<file path="src/rtl/grb_pkg.sv">
package grb_pkg;
  localparam int unsigned WORD_W  = 32;
  localparam int unsigned DOM_CNT = 3;
  localparam int unsigned GO_BIT  = 31;
  localparam int unsigned ERR_BIT = 30;
  localparam int unsigned DOM_LSB = 28;
  localparam int unsigned OP_BIT  = 24;

  typedef enum logic [1:0] {
    DOM_BLT = 2'd0,
    DOM_RND = 2'd1,
    DOM_MED = 2'd2,
    DOM_BAD = 2'd3
  } dom_e;

  typedef enum logic [1:0] {
    ST_IDLE,
    ST_WAKE,
    ST_XFER,
    ST_DRAIN
  } seq_st_e;
endpackage

</file>
<file path="src/rtl/grb_host_regs.sv">
module grb_host_regs
  import grb_pkg::*;
#(
  parameter int unsigned HOST_AW  = 12,
  parameter int unsigned OFS_W    = 24,
  parameter int unsigned DATA_OFS = 32'hF00,
  parameter int unsigned CTRL_OFS = 32'hF04
) (
  input  logic               clk,
  input  logic               rst,
  input  logic               wr_en,
  input  logic               rd_en,
  input  logic [HOST_AW-1:0] addr,
  input  logic [WORD_W-1:0]  wdata,
  output logic [WORD_W-1:0]  rdata,
  input  logic               fin,
  input  logic               fin_err,
  input  logic               ld_en,
  input  logic [WORD_W-1:0]  ld_data,
  output logic               launch,
  output logic               go,
  output logic               err,
  output logic [1:0]         dom,
  output logic               op,
  output logic [OFS_W-1:0]   ofs,
  output logic [WORD_W-1:0]  data
);
  logic               sel_data, sel_ctrl, wr_ok, ctrl_wr, bad_go;
  logic [1:0]         new_dom;
  logic [WORD_W-1:0]  ctrl_word, rd_mux, rdata_q, data_q;
  logic               go_q, err_q, op_q;
  logic [1:0]         dom_q;
  logic [OFS_W-1:0]   ofs_q;
  logic [3:0]         unused_ctrl_bits;

  assign sel_data = (addr == HOST_AW'(DATA_OFS));
  assign sel_ctrl = (addr == HOST_AW'(CTRL_OFS));
  assign wr_ok    = wr_en && !go_q;
  assign ctrl_wr  = wr_ok && sel_ctrl;
  assign new_dom  = wdata[DOM_LSB +: 2];
  assign launch   = ctrl_wr && wdata[GO_BIT] && (new_dom != DOM_BAD);
  assign bad_go   = ctrl_wr && wdata[GO_BIT] && (new_dom == DOM_BAD);
  assign unused_ctrl_bits = {wdata[27:25], ^wdata[23:OFS_W-1]};

  always_comb begin
    ctrl_word                   = '0;
    ctrl_word[GO_BIT]           = go_q;
    ctrl_word[ERR_BIT]          = err_q;
    ctrl_word[DOM_LSB +: 2]     = dom_q;
    ctrl_word[OP_BIT]           = op_q;
    ctrl_word[OFS_W-1:0]        = ofs_q;
  end

  always_comb begin
    if (sel_data)      rd_mux = data_q;
    else if (sel_ctrl) rd_mux = ctrl_word;
    else               rd_mux = '0;
  end

  always_ff @(posedge clk) begin
    if (rst) begin
      data_q  <= '0;
      go_q    <= 1'b0;
      err_q   <= 1'b0;
      op_q    <= 1'b0;
      dom_q   <= '0;
      ofs_q   <= '0;
      rdata_q <= '0;
    end else begin
      if (wr_ok && sel_data) data_q <= wdata;
      else if (ld_en)        data_q <= ld_data;
      if (ctrl_wr) begin
        dom_q <= new_dom;
        op_q  <= wdata[OP_BIT];
        ofs_q <= wdata[OFS_W-1:0];
      end
      if (launch)   go_q <= 1'b1;
      else if (fin) go_q <= 1'b0;
      if (bad_go || (fin && fin_err))    err_q <= 1'b1;
      else if (ctrl_wr && wdata[ERR_BIT]) err_q <= 1'b0;
      if (rd_en) rdata_q <= rd_mux;
    end
  end

  assign rdata = rdata_q;
  assign go    = go_q;
  assign err   = err_q;
  assign dom   = dom_q;
  assign op    = op_q;
  assign ofs   = ofs_q;
  assign data  = data_q;
endmodule

</file>
<file path="src/rtl/grb_seq.sv">
module grb_seq
  import grb_pkg::*;
#(
  parameter int unsigned TMO_W = 16
) (
  input  logic              clk,
  input  logic              rst,
  input  logic              launch,
  input  logic              op,
  input  logic              ack,
  input  logic [TMO_W-1:0]  wake_limit,
  input  logic              dn_done,
  input  logic [WORD_W-1:0] dn_rdata,
  output logic              wake_on,
  output logic              dn_req,
  output logic              fin,
  output logic              fin_err,
  output logic              ld_en,
  output logic [WORD_W-1:0] ld_data
);
  seq_st_e          st_q;
  logic [TMO_W-1:0] cnt_q;
  logic             wake_q, req_q, expire;

  assign expire = (st_q == ST_WAKE) && !ack && (cnt_q == wake_limit - 1'b1);

  always_ff @(posedge clk) begin
    if (rst) begin
      st_q   <= ST_IDLE;
      cnt_q  <= '0;
      wake_q <= 1'b0;
      req_q  <= 1'b0;
    end else begin
      case (st_q)
        ST_IDLE: if (launch) begin
          st_q   <= ST_WAKE;
          cnt_q  <= '0;
          wake_q <= 1'b1;
        end
        ST_WAKE: begin
          if (ack) begin
            st_q  <= ST_XFER;
            req_q <= 1'b1;
          end else if (expire) begin
            st_q   <= ST_IDLE;
            wake_q <= 1'b0;
          end else begin
            cnt_q <= cnt_q + 1'b1;
          end
        end
        ST_XFER: if (dn_done) begin
          st_q   <= ST_DRAIN;
          req_q  <= 1'b0;
          wake_q <= 1'b0;
        end
        ST_DRAIN: if (!ack) st_q <= ST_IDLE;
        default: st_q <= ST_IDLE;
      endcase
    end
  end

  assign wake_on = wake_q;
  assign dn_req  = req_q;
  assign fin     = expire || ((st_q == ST_DRAIN) && !ack);
  assign fin_err = expire;
  assign ld_en   = (st_q == ST_XFER) && dn_done && op;
  assign ld_data = dn_rdata;
endmodule

</file>
<file path="src/rtl/grb_wake_sel.sv">
module grb_wake_sel #(
  parameter int unsigned N_DOM = 3
) (
  input  logic             on,
  input  logic [1:0]       dom,
  input  logic [N_DOM-1:0] ack_in,
  output logic [N_DOM-1:0] req_out,
  output logic             ack_sel
);
  logic [N_DOM-1:0] hit;

  for (genvar d = 0; d < N_DOM; d++) begin : g_dom
    assign hit[d]     = (dom == 2'(d));
    assign req_out[d] = on && hit[d];
  end

  assign ack_sel = |(ack_in & hit);
endmodule

</file>
<file path="src/rtl/gated_reg_bridge.sv">
module gated_reg_bridge
  import grb_pkg::*;
#(
  parameter int unsigned HOST_AW  = 12,
  parameter int unsigned OFS_W    = 24,
  parameter int unsigned TMO_W    = 16,
  parameter int unsigned DATA_OFS = 32'hF00,
  parameter int unsigned CTRL_OFS = 32'hF04
) (
  input  logic               clk,
  input  logic               rst,
  input  logic               host_wr_en,
  input  logic               host_rd_en,
  input  logic [HOST_AW-1:0] host_addr,
  input  logic [31:0]        host_wdata,
  output logic [31:0]        host_rdata,
  input  logic [TMO_W-1:0]   wake_limit,
  output logic [2:0]         wake_req,
  input  logic [2:0]         wake_ack,
  output logic               dn_req,
  output logic               dn_we,
  output logic [OFS_W-1:0]   dn_addr,
  output logic [31:0]        dn_wdata,
  input  logic [31:0]        dn_rdata,
  input  logic               dn_done
);
  logic              launch, go, err, op, fin, fin_err, ld_en, wake_on, ack_sel;
  logic [1:0]        dom;
  logic [OFS_W-1:0]  ofs;
  logic [WORD_W-1:0] data, ld_data;

  grb_host_regs #(
    .HOST_AW(HOST_AW), .OFS_W(OFS_W), .DATA_OFS(DATA_OFS), .CTRL_OFS(CTRL_OFS)
  ) u_regs (
    .clk(clk), .rst(rst), .wr_en(host_wr_en), .rd_en(host_rd_en),
    .addr(host_addr), .wdata(host_wdata), .rdata(host_rdata),
    .fin(fin), .fin_err(fin_err), .ld_en(ld_en), .ld_data(ld_data),
    .launch(launch), .go(go), .err(err), .dom(dom), .op(op), .ofs(ofs),
    .data(data)
  );

  grb_seq #(.TMO_W(TMO_W)) u_seq (
    .clk(clk), .rst(rst), .launch(launch), .op(op), .ack(ack_sel),
    .wake_limit(wake_limit), .dn_done(dn_done), .dn_rdata(dn_rdata),
    .wake_on(wake_on), .dn_req(dn_req), .fin(fin), .fin_err(fin_err),
    .ld_en(ld_en), .ld_data(ld_data)
  );

  grb_wake_sel #(.N_DOM(DOM_CNT)) u_wsel (
    .on(wake_on), .dom(dom), .ack_in(wake_ack), .req_out(wake_req),
    .ack_sel(ack_sel)
  );

  assign dn_we    = !op;
  assign dn_addr  = ofs;
  assign dn_wdata = data;
endmodule

</file>
<file path="config.mk">
export PLATFORM = sky130hd
export DESIGN_NAME = gated_reg_bridge
export DESIGN_NICKNAME = d
export VERILOG_FILES = /design/src/rtl/grb_pkg.sv /design/src/rtl/grb_host_regs.sv /design/src/rtl/grb_seq.sv /design/src/rtl/grb_wake_sel.sv /design/src/rtl/gated_reg_bridge.sv
export SDC_FILE = /design/constraint.sdc
export NUM_CORES = 1
export LEC_CHECK = 0
export ABC_AREA = 1
export BUFFER_PORTS_ARGS = -buffer_cell sky130_fd_sc_hd__buf_2
export CORE_MARGIN = 3
export CORE_UTILIZATION = 47
export CTS_CLUSTER_DIAMETER = 50
export DETAILED_ROUTE_END_ITERATION = 12
export PLACE_DENSITY = 0.77
export SETUP_SLACK_MARGIN = 0.5
export SLEW_MARGIN = 25
export SYNTH_ARGS = -nofsm -noshare
export SYNTH_HDL_FRONTEND = slang
export SYNTH_SLANG_ARGS = --single-unit
</file>
<file path="constraint.sdc">
create_clock -name clk -period 1.8 [get_ports clk]
set_clock_uncertainty 0.05 [all_clocks]
set_input_delay 0.27 -clock clk [delete_from_list [all_inputs] [get_ports clk]]
set_output_delay 0.27 -clock clk [all_outputs]
set_load 0.03 [all_outputs]
</file>
==> run summary, run 1 <==
=================================================================================================
Run status ......................................................................... complete, but fails checks
Failing checks ..................................................................... setup timing
Max Freq ...........................................................................      517 MHz
Clock-pin slew of the registers on the worst-case setup and hold paths .............      0.06 ns
Global-route congestion overflow total .............................................            0
R2r worst-path depth ...............................................................           12
First-pass GRT wire length .........................................................     34800 um
Critical Path Source Type ..........................................................         flop
Total length of routed wires .......................................................     25000 um
Worst reg-to-reg setup slack .......................................................     -0.14 ns
# nets final .......................................................................         1261
CTS hold repair buffers ............................................................            0
Post-route ant nets ................................................................            0
Area added between synthesis and finish ............................................        63.4%
Via count of the first global-routing pass .........................................         6873
Data arrival at the endpoint of the critical path ..................................      2.21 ns
Final Max Slew Viols ...............................................................            0
Deepest level of the CTS H-tree ....................................................            4
Worst Slack Setup Final ............................................................    -0.135 ns
Layout fillers .....................................................................          774
Multi-input logic area ............................................................. 0.00395 sq mm
Number of detailed-routing iterations run before antenna repair ....................            5
Most common cell after layout, fill and taps aside ................................. sky130_fd_sc_hd__buf_2
Chip height ........................................................................       121 um
Post-detailed-route wirelength per cell ............................................      18.7 um
Global placer's final weighted congestion ..........................................        0.924
Core Area .......................................................................... 0.0128 sq mm
Share of post-route cells with drive strength above 1 ..............................        47.3%
Final worst-path cycle share .......................................................         108%
Worst-skew pair later-pin latency ..................................................      0.41 ns
Residual DRC count .................................................................            0
Mean instance size in the synthesized netlist ......................................   7.05 sq um
Worst Setup End Kind ...............................................................         flop
Power density of the placed cells ..................................................  726 mW/mm^2
Peak VDD IR ........................................................................       587 uV
Worst hold margin ..................................................................    0.0470 ns
Primary flip-flop cell chosen by synthesis mapping ................................. sky130_fd_sc_hd__dfxtp_1
Initial standard-cell utilization of the core ......................................        48.6%
Slew @ Worst Pin ...................................................................     0.519 ns
Antenna violations before repair ...................................................            2
Total number of vias ...............................................................         7599
Root Buffer ........................................................................ sky130_fd_sc_hd__clkbuf_16
Max capacitance violation total ....................................................            0
DIE WIDTH ..........................................................................       121 um
Final Setup Violations .............................................................           26
Clock period minus final worst setup slack .........................................      1.94 ns
Cell depth of the worst min-delay path .............................................            3
Hpwl dp ............................................................................     13500 um
Synth warnings .....................................................................            0
Share of flip-flops with an asynchronous set or reset after synthesis ..............           0%
Setup repair after global routing missed its margin ................................          yes
Overall die area ................................................................... 0.0146 sq mm
Total global routing track utilization .............................................        29.8%
Pleak ..............................................................................      4.54 nW
Headroom to the max-slew limit .....................................................        65.4%
# port buffers .....................................................................          192
Net count of the mapped netlist ....................................................          987
Maximum number of pins on one net before global-route repair .......................           96
Gate count of the mapped netlist ...................................................          881
Total I/O pin count ................................................................          193
Area taken by flip-flops and latches ............................................... 0.00230 sq mm
Max Root-Sink Buffers ..............................................................            2
Register bit total from synthesis ..................................................          113
Number of distinct library cell variants in the gate-level netlist after synthesis .           39
Number of design-rule violations left by the first detailed-router iteration .......          677
Number of enable-type register cells in the synthesized netlist ....................            0
WP data required ...................................................................      2.08 ns
Power, Total .......................................................................      7.38 mW
Maximum fanout count along the critical path .......................................            5
Std-Cell Rows ......................................................................           41
Per-cell via count in the routed design ............................................         5.67
Cell area after synthesis .......................................................... 0.00621 sq mm
CP Class ...........................................................................      reg2reg
Final Hold Violating Endpoints .....................................................            0
Clock sink count ...................................................................          113
Most frequent cells in the layout .................................................. 127 x sky130_fd_sc_hd__buf_2, 113 x sky130_fd_sc_hd__inv_1, 107 x sky130_fd_sc_hd__nand2_1, 95 x sky130_fd_sc_hd__buf_4, 91 x sky130_fd_sc_hd__dfxtp_1
Path category of the worst min-delay check .........................................       in2reg
CTS tree ...........................................................................        built
TritonCTS buffer count .............................................................           17
Portion of the post-synthesis area used by sequential elements .....................        36.4%
=================================================================================================
==> layer usage <==
| layer | global-route usage [%] | part of all wire [%] | wire, um | vias up |
|---|---|---|---|---|
| met3 | 8.16 | 9.1 | 2270 | 119 |
| li1 | - | - | - | 3478 |
| met1 | 35.8 | 37 | 9260 | 3536 |
| met4 | 12.3 | 4.3 | 1080 | 2 |
| met5 | 0 | 0.052 | 13 | - |
| met2 | 50.3 | 50 | 12400 | 464 |
==> power breakdown <==
| group | total (mW) | switching [mW] | leakage, nW | internal (mW) |
|---|---|---|---|---|
| clock | 3.39 | 1.22 | 0.293 | 2.18 |
| combinational | 1.37 | 0.821 | 3.32 | 0.551 |
| sequential | 2.61 | 0.0464 | 0.928 | 2.56 |
==> state kept, by name (all words and copies together) (netlist names), named ones only <==
| signal | count |
|---|---|
| u_regs.data | 32 |
| u_regs.rdata | 32 |
| u_regs.ofs | 24 |
| u_seq.cnt_q | 16 |
| u_regs.dom | 2 |
| u_regs.err | 1 |
| u_regs.go | 1 |
| u_regs.op | 1 |
| u_seq.dn_req | 1 |
| u_seq.st_q | 1 |
| u_seq.wake_on | 1 |
==> through the flow <==
step | worst slack (ns) | area, sq um | util, % | instances | setup TNS, ns
CTS | -0.0127 | 9300 | 72.8 | 1324 | -0.0711
floorplan | 0.0458 | 6410 | - | 881 | 0
detailed placement | -0.223 | 7890 | 61.8 | 1264 | -3.79
global route | -0.196 | 10200 | 79.5 | 1341 | -4.03
finish | -0.135 | 10200 | 79.5 | 1341 | -0.830
global placement | -0.178 | 7890 | 61.8 | 1264 | -3.00
==> cell type report <==
type / count / area share [%]
diodes: 1 / 0.0246
clock buffers: 23 / 4.81
clock inverters: 9 / 1.03
inverters: 133 / 5.26
multi-input cells: 585 / 38.9
flip-flops and latches: 113 / 22.6
well taps: 172 / 2.12
repair buffers: 305 / 25.2
==> Yosys cell counts, types with 2 or more instances <==
cell	instances	area, sq um
sky130_fd_sc_hd__xnor2_1	10	87.6
sky130_fd_sc_hd__nor2_2	7	43.8
sky130_fd_sc_hd__inv_2	8	30.0
sky130_fd_sc_hd__nor3_2	2	20.0
sky130_fd_sc_hd__dfxtp_1	113	2260
sky130_fd_sc_hd__a21oi_2	11	96.3
sky130_fd_sc_hd__a21oi_1	40	200
sky130_fd_sc_hd__nand3b_1	2	15.0
sky130_fd_sc_hd__nor2_1	90	338
sky130_fd_sc_hd__ha_1	6	75.1
sky130_fd_sc_hd__inv_1	125	469
sky130_fd_sc_hd__nand3_2	10	100
sky130_fd_sc_hd__o21ai_1	2	10.0
sky130_fd_sc_hd__mux2_2	4	45.0
sky130_fd_sc_hd__nand2_1	129	484
sky130_fd_sc_hd__o221ai_1	27	236
sky130_fd_sc_hd__buf_6	2	22.5
sky130_fd_sc_hd__nand3_1	34	170
sky130_fd_sc_hd__nor3_1	41	205
sky130_fd_sc_hd__nor4_1	3	18.8
sky130_fd_sc_hd__buf_2	3	15.0
sky130_fd_sc_hd__nand2_2	6	37.5
sky130_fd_sc_hd__nor2_4	4	45.0
sky130_fd_sc_hd__o211ai_1	31	233
sky130_fd_sc_hd__xor2_1	17	149
sky130_fd_sc_hd__nand4_1	7	43.8
sky130_fd_sc_hd__o21ai_0	93	465
sky130_fd_sc_hd__clkbuf_1	40	150
sky130_fd_sc_hd__buf_1	4	15.0
==> critical path: stages (launching register included) <==
cell                      delay, ns
sky130_fd_sc_hd__dfxtp_2       0.32
sky130_fd_sc_hd__buf_4         0.13
sky130_fd_sc_hd__buf_6         0.11
sky130_fd_sc_hd__ha_4          0.16
sky130_fd_sc_hd__nand2_4       0.08
sky130_fd_sc_hd__nor2_4        0.05
sky130_fd_sc_hd__buf_12        0.12
sky130_fd_sc_hd__buf_16        0.13
sky130_fd_sc_hd__buf_12        0.14
sky130_fd_sc_hd__buf_16        0.14
sky130_fd_sc_hd__o21ai_2       0.14
sky130_fd_sc_hd__o21ai_1       0.08
sky130_fd_sc_hd__nor2_1        0.19
==> path summary, 6_finish.rpt <==
check            startpoint               to
min reg2reg   u_regs.ofs[2]    u_regs.ofs[2]
max reg2reg            flop  u_regs.data[10]
max                    flop  u_regs.data[10]
min          host_wdata[25]  u_regs.data[25]
==> repair_timing <==
action | in CTS | in global routing
resized for setup | 167 | 217
gates cloned | 11 | 5
endpoints found under the setup margin | 72 | 164
pin swaps | 61 | 43
setup buffers | 17 | 11
==> cell families (layout without fill, tap and decap cells) <==
logic type | after synthesis | in the layout | share of synthesized area [%]
simple gates | 339 | 340 | 25.3
compound gates | 208 | 208 | 20.9
buf+inv | 184 | 470 | 11.7
flops | 113 | 113 | 36.4
xor+xnor | 27 | 27 | 3.81
fa+ha+maj | 6 | 6 | 1.21
mux | 4 | 4 | 0.725
other cells | 0 | 1 | 0
Note: power is estimated with default switching activity, not from simulation.
==> inputs of run 2 (changes only) <==
--- a/config.mk
+++ b/config.mk
@@ -8,10 +8,10 @@
 export ABC_AREA = 1
 export BUFFER_PORTS_ARGS = -buffer_cell sky130_fd_sc_hd__buf_2
 export CORE_MARGIN = 3
-export CORE_UTILIZATION = 47
+export CORE_UTILIZATION = 40
 export CTS_CLUSTER_DIAMETER = 50
 export DETAILED_ROUTE_END_ITERATION = 12
-export PLACE_DENSITY = 0.77
+export PLACE_DENSITY = 0.67
 export SETUP_SLACK_MARGIN = 0.5
 export SLEW_MARGIN = 25
 export SYNTH_ARGS = -nofsm -noshare
==> run 2 against run 1 <==
  * The flow still finishes with violations (setup timing)
  * Non-clock buffer count grew 4
  * First-iteration DRC count is 29% lower
  * Clock-buffer cell count rose by 4
  * Final area about the same
  * Setup slack gained 0.059 ns
  * Fmax up 3.1%
  * Die area is 17% higher
  * Combinational power is 4% higher
  * Sequential share of layout area barely moved
  * Sequential cell count did not move
  * Clock power decreased by 1%
  * Critical path type unchanged
  * Critical endpoint is now u_seq.cnt_q[1]
==> run summary, run 2 (same netlist as run 1, synthesis figures left out) <==
===========================================================================================
Pleak ........................................................................      4.51 nW
CTS tree .....................................................................        built
Area added between synthesis and finish ......................................        63.3%
Overall die area ............................................................. 0.0171 sq mm
Met1 global-route usage ......................................................        30.8%
Share of post-route cells with drive strength above 1 ........................        45.9%
Peak VDD IR ..................................................................       701 uV
Critical Path Source Type ....................................................         flop
Max Freq .....................................................................      533 MHz
Via count of the first global-routing pass ...................................         6589
Std-Cell Rows ................................................................           44
Failing checks ............................................................... setup timing
Met3 track demand over resource in global routing ............................        8.17%
Clock sink count .............................................................          113
Worst-case setup slack after placement .......................................    -0.288 ns
Core Area .................................................................... 0.0149 sq mm
Global-route congestion overflow total .......................................            0
Total length of routed wires .................................................     23300 um
Busiest grt layer ............................................................         met2
Total inserted antenna cells .................................................            0
Final worst-path cycle share .................................................         104%
Max Root-Sink Buffers ........................................................            2
Power, Total .................................................................      7.37 mW
DIE WIDTH ....................................................................       131 um
Post-route ant nets ..........................................................            0
Setup repair after global routing missed its margin ..........................          yes
Global placer's final weighted congestion ....................................        0.861
Total instance count after detailed placement ................................         1283
Total number of vias .........................................................         7187
Number of non-filler instances in the completed layout .......................         1355
Maximum fanout count along the critical path .................................            7
Maximum number of pins on one net before global-route repair .................           65
Post-detailed-route wirelength per cell ......................................      17.2 um
Initial standard-cell utilization of the core ................................        41.8%
# nets final .................................................................         1266
Clock-pin slew of the registers on the worst-case setup and hold paths .......      0.05 ns
Power density of the placed cells ............................................  726 mW/mm^2
Chip height ..................................................................       131 um
Number of detailed-routing iterations run before antenna repair ..............            5
Most numerous cell on the critical path ...................................... sky130_fd_sc_hd__nand3_4
Max incr delay on CP .........................................................      0.37 ns
WP data required .............................................................      2.04 ns
Final Setup Violations .......................................................           20
Slew @ Worst Pin .............................................................     0.534 ns
Most common cell after layout, fill and taps aside ........................... sky130_fd_sc_hd__buf_2
Worst Slack Setup Final ......................................................   -0.0763 ns
TritonCTS buffer count .......................................................           17
Run status ................................................................... complete, but fails checks
# port buffers ...............................................................          192
Final Max Slew Viols .........................................................            0
Total global routing track utilization .......................................        24.7%
Hpwl dp ......................................................................     14300 um
Worst path top cell family by delay .......................................... simple AND/OR/NAND/NOR gates
CP max stage cell ............................................................ sky130_fd_sc_hd__dfxtp_4
Path category of the worst min-delay check ...................................       in2reg
First-pass GRT wire length ...................................................     33100 um
Total I/O pin count ..........................................................          193
Residual DRC count ...........................................................            0
CP Class .....................................................................      reg2reg
Final Hold Violating Endpoints ...............................................            0
Cell chain of the critical path .............................................. inv_6, nand3_4, nand3_4, nor3_4, nand3_1, nor2_1, nand2_1, nand3b_4, buf_6, nand3b_1, a21oi_1
Crit path buf inv count ......................................................            2
Max capacitance violation total ..............................................            0
Most frequent cells in the layout ............................................ 130 x sky130_fd_sc_hd__buf_2, 115 x sky130_fd_sc_hd__inv_1, 96 x sky130_fd_sc_hd__buf_4, 94 x sky130_fd_sc_hd__nand2_1, 94 x sky130_fd_sc_hd__dfxtp_1
Headroom to the max-slew limit ...............................................        64.4%
Root Buffer .................................................................. sky130_fd_sc_hd__clkbuf_16
Worst-skew pair later-pin latency ............................................      0.41 ns
Deepest level of the CTS H-tree ..............................................            4
Met2 Usage GRT ...............................................................        41.2%
Clock period minus final worst setup slack ...................................      1.88 ns
Worst Setup End Kind .........................................................         flop
Antenna violations before repair .............................................            2
Per-cell via count in the routed design ......................................         5.30
Number of design-rule violations left by the first detailed-router iteration .          479
Data arrival at the endpoint of the critical path ............................      2.12 ns
===========================================================================================
==> run 2: power by group <==
group	internal [mW]	leakage, nW	switching (mW)
clock	2.18	0.287	1.15
sequential	2.56	0.927	0.0454
combinational	0.597	3.30	0.826
==> run 2: path summary, 6_finish.rpt <==
kind                                     start               to  slack, ns  cells after the start
worst max-delay path             u_regs.dom[1]   u_seq.cnt_q[1]      -0.08                     11
worst min-delay path            host_wdata[26]  u_regs.data[26]       0.04                      3
worst min register to register   u_regs.ofs[2]    u_regs.ofs[2]       0.42                      2
worst max register to register   u_regs.dom[1]   u_seq.cnt_q[1]      -0.08                     11
==> run 2: final cells by class <==
cell class                      count  area (sq um)
Sequential cell                   113          2300
Timing Repair Buffer              309          2570
Fill cell                        1162          4720
Clock buffer                       27           544
Clock inverter                      3          42.5
Inverter                          133           544
Tap cell                          184           230
Multi-Input combinational cell    586          3920
==> run 2: tightest hold or removal path, stage by stage <==
cell,delay (ns)
sky130_fd_sc_hd__buf_2,0.08
sky130_fd_sc_hd__nor3_1,0.04
sky130_fd_sc_hd__nor2_1,0.08
==> run 2: what timing repair did <==
action | 4_1_cts | 5_1_grt
gates resized for setup | 139 | 248
pin swaps | 56 | 67
buffers inserted | 12 | 15
endpoints found under the setup margin | 96 | 166
gates cloned | 7 | 8
hold buffers | 0 | 0
==> run 2: routing by layer <==
metal / routed length, um / vias to the layer above
met1: 9630 / 3365
met4: 495 / 4
met3: 1770 / 43
met2: 11400 / 288
met5: 21 / -
li1: - / 3487
==> run 2: stage by stage <==
stage	hold WS, ns	area [sq um]	util (%)	setup TNS [ns]
6_report	0.0367	10100	68.2	-1.00
4_1_cts	0.0316	9180	61.7	0
2_1_floorplan	0.362	6410	-	0
3_3_place_gp	0.400	7930	53.4	-4.26
3_5_place_dp	0.411	7930	53.4	-4.87
5_1_grt	0.0352	10100	68.2	-3.54
